--- src/rtl/pp_pkg.sv ---
package pp_pkg;
  timeunit 1ns; timeprecision 100ps;

  localparam int BUF_BYTES = 96;
  localparam int BUF_AW = $clog2(BUF_BYTES);
  localparam int SEED_W = 9;
  localparam int TAP_HI = SEED_W - 1;
  localparam int TAP_LO = SEED_W - 5;
  localparam logic [15:0] CRC_POLY = 16'h1021;
  localparam logic [15:0] CRC_RESIDUE = 16'h1D0F;

  typedef struct packed {
    logic              takeBit;
    logic              seedLoad;
    logic              ficStep;
    logic              byteWr;
    logic [BUF_AW-1:0] wrAddr;
    logic              crcPreset;
    logic              crcFinal;
    logic              outGate;
    logic              errInc;
    logic              errClr;
  } ppStrobe_t;
endpackage

--- src/rtl/pp_ctrl.sv ---
module pp_ctrl
  import pp_pkg::*;
#(
  parameter int BLK_BYTES = 32
) (
  input  logic      clk,
  input  logic      rstN,
  input  logic      bitValid,
  input  logic      ficBit,
  input  logic      frameStart,
  input  logic      winEn,
  input  logic      decBit,
  input  logic      rxBit,
  input  logic      errRd,
  output ppStrobe_t stb
);
  timeunit 1ns; timeprecision 100ps;

  localparam int BLK_BITS = BLK_BYTES * 8;
  localparam int BLK_W = $clog2(BLK_BITS);
  localparam logic [BLK_W-1:0] BLK_LAST = BLK_W'(BLK_BITS - 1);
  localparam logic [BUF_AW-1:0] BUF_LAST = BUF_AW'(BUF_BYTES - 1);

  logic [2:0]        bitIdx, bitNow;
  logic [BUF_AW-1:0] byteIdx, byteNow;
  logic [BLK_W-1:0]  blkBit, blkNow;
  logic              ficStep;

  // A frame restart takes effect for the bit arriving in the same cycle.
  always_comb begin
    bitNow  = frameStart ? '0 : bitIdx;
    byteNow = frameStart ? '0 : byteIdx;
    blkNow  = frameStart ? '0 : blkBit;
    ficStep = bitValid && ficBit;

    stb           = '0;
    stb.takeBit   = bitValid;
    stb.seedLoad  = frameStart;
    stb.ficStep   = ficStep;
    stb.byteWr    = ficStep && (bitNow == 3'd7);
    stb.wrAddr    = byteNow;
    stb.crcPreset = ficStep && (blkNow == '0);
    stb.crcFinal  = ficStep && (blkNow == BLK_LAST);
    stb.outGate   = bitValid && !ficBit && winEn;
    stb.errInc    = bitValid && winEn && (decBit != rxBit);
    stb.errClr    = errRd;
  end

  always_ff @(posedge clk or negedge rstN) begin
    if (!rstN) begin
      bitIdx  <= '0;
      byteIdx <= '0;
      blkBit  <= '0;
    end else if (ficStep) begin
      bitIdx <= bitNow + 3'd1;
      if (bitNow == 3'd7)
        byteIdx <= (byteNow == BUF_LAST) ? '0 : byteNow + BUF_AW'(1);
      else
        byteIdx <= byteNow;
      blkBit <= (blkNow == BLK_LAST) ? '0 : blkNow + BLK_W'(1);
    end else if (frameStart) begin
      bitIdx  <= '0;
      byteIdx <= '0;
      blkBit  <= '0;
    end
  end
endmodule

--- src/rtl/pp_datapath.sv ---
module pp_datapath
  import pp_pkg::*;
#(
  parameter int NUM_WIN = 4,
  parameter int CNT_W = 8,
  localparam int WIN_W = $clog2(NUM_WIN)
) (
  input  logic              clk,
  input  logic              rstN,
  input  ppStrobe_t         stb,
  input  logic              decBit,
  input  logic [WIN_W-1:0]  winId,
  input  logic [WIN_W-1:0]  errSel,
  input  logic [BUF_AW-1:0] bufAddr,
  output logic              dataOut,
  output logic              outEn,
  output logic              crcDone,
  output logic              crcOk,
  output logic [CNT_W-1:0]  errCount,
  output logic [7:0]        bufData
);
  timeunit 1ns; timeprecision 100ps;

  localparam logic [SEED_W-1:0] SEED_ONES = '1;
  localparam logic [CNT_W-1:0] CNT_MAX = '1;

  logic [SEED_W-1:0] prbsQ, prbsCur;
  logic              prbsBit, clearBit;
  logic [6:0]        shReg;
  logic [7:0]        byteNow;
  logic [15:0]       crcQ, crcCur, crcNext;
  logic              crcFb;
  logic [7:0]        bufMem [BUF_BYTES];
  logic [CNT_W-1:0]  cntAll [NUM_WIN];

  always_comb begin
    prbsCur  = stb.seedLoad ? SEED_ONES : prbsQ;
    prbsBit  = prbsCur[TAP_HI] ^ prbsCur[TAP_LO];
    clearBit = decBit ^ prbsBit;
    byteNow  = {shReg, clearBit};
    crcCur   = stb.crcPreset ? 16'hFFFF : crcQ;
    crcFb    = crcCur[15] ^ clearBit;
    crcNext  = {crcCur[14:0], 1'b0} ^ (crcFb ? CRC_POLY : 16'h0000);
  end

  // Descrambler state and output stage
  always_ff @(posedge clk or negedge rstN) begin
    if (!rstN) begin
      prbsQ   <= SEED_ONES;
      dataOut <= 1'b0;
      outEn   <= 1'b0;
    end else begin
      if (stb.takeBit)       prbsQ <= {prbsCur[SEED_W-2:0], prbsBit};
      else if (stb.seedLoad) prbsQ <= SEED_ONES;
      outEn <= stb.outGate;
      if (stb.outGate) dataOut <= clearBit;
    end
  end

  // Byte packing and block check
  always_ff @(posedge clk or negedge rstN) begin
    if (!rstN) begin
      shReg   <= '0;
      crcQ    <= 16'hFFFF;
      crcDone <= 1'b0;
      crcOk   <= 1'b0;
    end else begin
      if (stb.ficStep) begin
        shReg <= byteNow[6:0];
        crcQ  <= crcNext;
      end
      crcDone <= stb.crcFinal;
      if (stb.crcFinal) crcOk <= (crcNext == CRC_RESIDUE);
    end
  end

  always_ff @(posedge clk or negedge rstN) begin
    if (!rstN) begin
      for (int i = 0; i < BUF_BYTES; i++) bufMem[i] <= '0;
    end else if (stb.byteWr) begin
      bufMem[stb.wrAddr] <= byteNow;
    end
  end

  assign bufData = (bufAddr < BUF_AW'(BUF_BYTES)) ? bufMem[bufAddr] : 8'h00;

  // One saturating counter per window
  for (genvar w = 0; w < NUM_WIN; w++) begin : g_cnt
    logic [CNT_W-1:0] cnt;
    logic hitInc, hitClr;
    assign hitInc = stb.errInc && (winId == WIN_W'(w));
    assign hitClr = stb.errClr && (errSel == WIN_W'(w));
    always_ff @(posedge clk or negedge rstN) begin
      if (!rstN)                          cnt <= '0;
      else if (hitClr)                    cnt <= hitInc ? CNT_W'(1) : '0;
      else if (hitInc && cnt != CNT_MAX)  cnt <= cnt + CNT_W'(1);
    end
    assign cntAll[w] = cnt;
  end

  assign errCount = cntAll[errSel];
endmodule

--- src/rtl/dec_post_proc.sv ---
module dec_post_proc
  import pp_pkg::*;
#(
  parameter int NUM_WIN = 4,
  parameter int CNT_W = 8,
  parameter int BLK_BYTES = 32,
  localparam int WIN_W = $clog2(NUM_WIN)
) (
  input  logic              clk,
  input  logic              rstN,
  input  logic              bitValid,
  input  logic              decBit,
  input  logic              rxBit,
  input  logic              ficBit,
  input  logic              frameStart,
  input  logic              winEn,
  input  logic [WIN_W-1:0]  winId,
  input  logic              errRd,
  input  logic [WIN_W-1:0]  errSel,
  input  logic [BUF_AW-1:0] bufAddr,
  output logic              dataOut,
  output logic              outEn,
  output logic [CNT_W-1:0]  errCount,
  output logic              crcDone,
  output logic              crcOk,
  output logic [7:0]        bufData
);
  timeunit 1ns; timeprecision 100ps;

  ppStrobe_t stb;

  pp_ctrl #(.BLK_BYTES(BLK_BYTES)) u_ctrl (
    .clk(clk), .rstN(rstN), .bitValid(bitValid), .ficBit(ficBit),
    .frameStart(frameStart), .winEn(winEn), .decBit(decBit), .rxBit(rxBit),
    .errRd(errRd), .stb(stb)
  );

  pp_datapath #(.NUM_WIN(NUM_WIN), .CNT_W(CNT_W)) u_dp (
    .clk(clk), .rstN(rstN), .stb(stb), .decBit(decBit), .winId(winId),
    .errSel(errSel), .bufAddr(bufAddr), .dataOut(dataOut), .outEn(outEn),
    .crcDone(crcDone), .crcOk(crcOk), .errCount(errCount), .bufData(bufData)
  );
endmodule

--- config.mk ---
export PLATFORM = sky130hd
export DESIGN_NAME = dec_post_proc
export DESIGN_NICKNAME = d
export VERILOG_FILES = /design/src/rtl/pp_pkg.sv /design/src/rtl/pp_ctrl.sv /design/src/rtl/pp_datapath.sv /design/src/rtl/dec_post_proc.sv
export SDC_FILE = /design/constraint.sdc
export NUM_CORES = 1
export LEC_CHECK = 0
export ABC_AREA = 1
export BUFFER_PORTS_ARGS = -buffer_cell sky130_fd_sc_hd__buf_2
export CAP_MARGIN = 20
export CORE_MARGIN = 10
export CORE_UTILIZATION = 51
export CTS_BUF_LIST = sky130_fd_sc_hd__clkbuf_4 sky130_fd_sc_hd__clkbuf_8
export CTS_CLUSTER_DIAMETER = 100
export DETAILED_ROUTE_END_ITERATION = 12
export GPL_ROUTABILITY_DRIVEN = 0
export PLACE_DENSITY = 0.73
export SLEW_MARGIN = 40
export SYNTH_ARGS = -nofsm -noshare
export SYNTH_HDL_FRONTEND = slang
export SYNTH_SLANG_ARGS = --single-unit
--- constraint.sdc ---
create_clock -name clk -period 5.3 [get_ports clk]
set_clock_uncertainty 0.1 [all_clocks]
set_input_delay 0.265 -clock clk [delete_from_list [all_inputs] [get_ports clk]]
set_output_delay 0.265 -clock clk [all_outputs]
set_load 0.03 [all_outputs]
# Word level (Yosys, flattened, before mapping)
# Index checks and enable logic that the tools add are counted.
# totals
word_cells	208
in_bits	20
ff_bits	854
output_inout_bits	20
# op_classes
n_eq_ne	15
add_sub_neg	7
magnitude_cmp	5
reduce_logical	29
muxes	35
n_bitwise	7
# ops
op	n
$bwmux 768	1
$mux 8	17
$bmux 8 s7	1
$demux 8 s7	1
$add 8x1->8 const B	5
$ne 8x8->1 const B	4
$mux 7	4
$logic_and 1x1->1	21
$mux 9	2
$bmux 8 s2	1
$eq 16x13->1 const B	1
$ge 8x8->1 const B	2
$mux 16	1
$not 7->8	2
$xor 16x16->16	1
$mux 13	1
$eq 2x2->1 const B	4
$eq 8x8->1 const B	1
$logic_not 8->1	1
$lt 8x1->1 const B	1
$reduce_bool 2->1	4
$add 7x1->7 const B	1
$eq 7x7->1 const B	1
$lt 7x7->1 const B	1
other kinds (11)	19

# Depth between registers and ports, before layout
# depth
ltp_word	8
depth_mapped	17

# Cells and area by module
# Synthesis repeated with hierarchy kept, for this count alone.
# unflattened
hier_cells	4889
hier_area_um2	39521.7
# by_module_without_submodules
module	instances	area_each_um2	cells_each
pp_datapath	1	38343.0	4731
pp_ctrl	1	1178.6	158

# Least setup slack after synthesis
# OpenSTA, ideal clock, no wires.
# synth_path
path_type	input to register
start	input frameStart
end	register u_dp.bufMem[103] in the netlist's numbering
t_required_ps	5123
cell_stages	17
n_path_buf	5
arrival_ps	2193
slack_ps	2930
setup_time_ps	77
cell_sequence	buf_6 inv_4 buf_4 nand2_1 inv_1 ha_1 ha_1 inv_1 nor2_2 buf_4 nand2_2 nor2_2 buf_6 nand2_1 clkbuf_1 nand2_1 o21ai_1
# synth_between
elab_chain_cells	7
# synth_rtl
item	line	rtl
from (decl)	dec_post_proc.sv:15	input logic frameStart,
$mux 7	pp_ctrl.sv:32	byteNow = frameStart ? '0 : byteIdx;
$not 7->8 (not written as such)	pp_datapath.sv:81	bufMem[stb.wrAddr] <= byteNow;
$ge 8x8->1 (not written as such) / $lt 8x1->1 (equally long branches)	pp_datapath.sv:81	
$logic_and 1x1->1 (not written as such)	pp_datapath.sv:81	
$mux 8 (not written as such)	pp_datapath.sv:81	
$demux 8 s7	pp_datapath.sv:81	
$bwmux 768	pp_datapath.sv:81	
to (signal, indexed assignment)	pp_datapath.sv:81	
to (decl)	pp_datapath.sv:33	logic [7:0] bufMem [BUF_BYTES];
# Several ways; a longest one is shown, not always the timed one.
# A chain may end at the register's enable or synchronous reset.

# Worst setup path in the final report
# layout_path
start	input bufAddr[2]
end	output bufData[0]
# layout_between
elab_chain_cells	5
# layout_rtl
item	line	rtl
from (decl)	dec_post_proc.sv:20	input logic [BUF_AW-1:0] bufAddr,
$not 7->8 (not written as such)	pp_datapath.sv:85	assign bufData = (bufAddr < BUF_AW'(BUF_BYTES)) ? bufMem[bufAddr] : 8'h00;
$bmux 8 s7	pp_datapath.sv:85	
$mux 8 (not written as such) (2 in a row)	pp_datapath.sv:85	
$mux 8 *	pp_datapath.sv:85	
to (decl)	dec_post_proc.sv:26	output logic [7:0] bufData
# Every way passes the cells marked *; elsewhere a longest branch is shown, timed or not. The select of a mux whose other input is x is not followed.

==> results.yml <==
drt:
  vias: 33800
  routed_wl_microns: 110000
  drt-pass1-iter-count: 6
  route.detailed.drc: 0
  via_per_inst: 5.71
  drt_iter0_markers: 3872
  wl_per_cell_microns: 18.5
  postRouteAntennaNets: 0
floorplanning:
  num_rows: 101
  io_pins: 40
  die_area_sq_um: 88900
  fp.coreArea_sq_um: 76300
  die_w_microns: 298
  initial_utilization: 0.517
  die_y_microns: 298
cells_and_area:
  stdcell_count: 5917
  final_cell_mix: "1640 x nand2_1, 829 x dfrtp_1, 719 x o21ai_0"
  drive_above_1_share: 0.0929
  num-fill-cells: 7031
  final_cell_area_sq_um: 43300
  layout.cells.most_common: "nand2_1"
  syn2layout_area_growth_pct: 9.84
  nets: 4811
run:
  drv_cap: 0
place:
  port_buffers: 39
  hpwl_microns: 63700
  dp.cells: 5648
  dpl_cell_area_sq_um: 40000
pwr:
  power.density_nw_per_um2: 330
  power.total_w: 0.0143
  leakage_nw: 19.1
  vdd_drop_max_uv: 234
sta:
  tns_ns: 0
  rsz0062_at_grt: "false"
  fmax_mhz: 270
  hold_viol: 0
  slew_headroom: 0.441
  min_period_over_period: 0.700
  final_max_slew_viol_count: 0
  final-setup-viol-count: 0
  min_period_ns: 3.71
  tightest_slew_ns: 0.838
grt:
  grtUsageTotal: 0.245
  antenna_found_initial: 1
  grt_max_degree: 150
  first_global_vias: 32400
  grt_pass1_wl_microns: 178000
  overflow: 0
hold_path:
  hold_class: "in2reg"
  holdPathStages: 5
worst_setup_path:
  critical_path_arrival_ns: 3.34
  crit_cells: 12
  reg2regPathDepth: 11
  slowest_delay_ns: 0.81
  critical_path_required_ns: 4.93
  crit_path_top_delay_cell: "clkinv_2"
  cp_cell_sequence: "buf_4 -> clkinv_2 -> buf_4 -> nand3_1 -> nand3_1 -> nand2_1 -> nand2_1 -> nand3_1 -> nand2_1 -> nand2_1 -> nand2_1 -> buf_2"
  path_max_fanout: 52
  worstSetupEndpointType: "primary output"
  crit_buf_inv: 4
  cpLargestDelayFamily: "buffers and inverters"
  path_common_cell: "nand2_1"
  start_kind: "input pin"
  criticalPathCategory: "in2out"
logic_synthesis:
  syn_nets: 4923
  ys_ff_latch: 854
  synth-seq-area-share: 0.543
  synth_async_sr_flop_share: 1.00
  netlist_area_sq_um: 39400
  yosys-top-cells-area: "dfrtp_1 53%, nand2_1 16%, o21ai_0 9.1%, nand3_1 7.2%, o21ai_1 2.9%"
  ys_warn_count: 0
  yosysTopAreaCell: "dfrtp_1"
  synth_ff_type: "dfrtp_1"
  yosys.cell_types.count: 43
  postSynthCellCount: 4894
  avgSynthCellArea_sq_um: 8.06
  synth_top_area_share: 0.526
  synth_edf_count: 0
clock_tree:
  numCtsBuffers: 146
  tritoncts: "yes"
  post_cts_buffers: 0
  cts_max_path_buffers: 3
  clk_latency_ns: 0.81
  cts.sinks: 854
  cts_root_buf: "clkbuf_8"
  ctsResizeCount: 0
  path_clk_slew_ns: 0.06
  htree_levels: 4
run_status:
  status: "completed"
==> timing repair <==
item | 4_1_cts | 5_1_grt
endpoints found under the hold margin | 591 | 0
hold buffers | 16 | 0
endpoints found under the setup margin | 0 | 0
==> worst min-delay path: cells and delay by family <==
family | cells | cell delay [ns]
buf+inv | 1 | 0.12
simple gates | 4 | 0.55
==> power breakdown <==
part           switching [W]  total (W)  internal, W
sequential         0.0000444    0.00665      0.00661
combinational        0.00111    0.00136     0.000248
clock                0.00280    0.00628      0.00348
==> synth_stat cells, types with 9 or more instances <==
library cell  count
o21ai_1         225
nand3_1         569
ha_1              9
dfstp_2          25
nand2_1        1641
a22oi_1          13
nor2_1          154
buf_1            28
nor3_1           19
buf_4            10
xor2_1           14
buf_2            77
nand4_1          11
clkbuf_1        242
dfrtp_1         829
inv_1           112
nor2_4           11
o21ai_0         719
o22ai_1          50
a21oi_1          34
nand2_2          44
==> cell families after synthesis <==
logic type	after synthesis	synth area share
flops	854	0.543
compound gates	1057	0.138
simple gates	2473	0.263
buf+inv	485	0.0502
fa+ha+maj	9	0.00285
xor+xnor	16	0.00355
==> routing by layer <==
layer,GRT usage,up-vias,routed length [microns],part of all wire
met1,0.343,16100,48100,0.44
met5,0,-,0,0
met2,0.367,1420,48000,0.44
met4,0.106,0,4000,0.036
met3,0.0481,233,9440,0.086
li1,-,16000,-,-
==> final cells by class <==
type | count | area [sq um] | area share
antenna | 1 | 2.50 | 0.0000578
clock inverter | 23 | 228 | 0.00526
tap | 1030 | 1290 | 0.0297
clock buffer | 229 | 2880 | 0.0665
multi-input combinational | 3555 | 16100 | 0.371
timing repair buffer | 100 | 926 | 0.0214
sequential | 854 | 21400 | 0.494
inverter | 125 | 509 | 0.0118
==> worst paths after layout <==
| check | endpoint | slack, ns | startpoint |
|---|---|---|---|
| setup / recovery | bufData[0] | 1.59 | bufAddr[2] |
| hold / removal | u_dp.g_cnt[1].cnt[2] | 0.07 | errSel[1] |
| setup reg to reg | u_dp.bufMem[64] | 2.13 | u_ctrl.bitIdx[1] |
| hold reg to reg | u_dp.bufMem[303] | 0.38 | u_dp.bufMem[303] |
| max in group asynchronous | u_dp.bufMem[600] | 3.47 | rstN |
| min in group asynchronous | u_dp.bufMem[150] | 0.54 | rstN |
==> flip-flops by register name (all words and copies together) (netlist names) <==
name,cells
u_ctrl.bitIdx,3
u_ctrl.blkBit,8
u_ctrl.byteIdx,7
u_dp.bufMem,768
u_dp.crcDone,1
u_dp.crcOk,1
u_dp.crcQ,16
u_dp.dataOut,1
u_dp.g_cnt.cnt,32
u_dp.outEn,1
u_dp.prbsQ,9
u_dp.shReg,7
==> per-stage QoR <==
stage | hold WS [ns] | worst slack (ns) | util
6_report | 0.0710 | 1.59 | 0.568
5_1_grt | 0.104 | 1.50 | 0.568
4_1_cts | 0.0132 | 1.71 | 0.567
3_5_place_dp | 0.0872 | 1.68 | 0.524
3_3_place_gp | 0.290 | 1.45 | 0.524
2_1_floorplan | -0.131 | 2.93 | -
(Power assumes the default switching activity.)
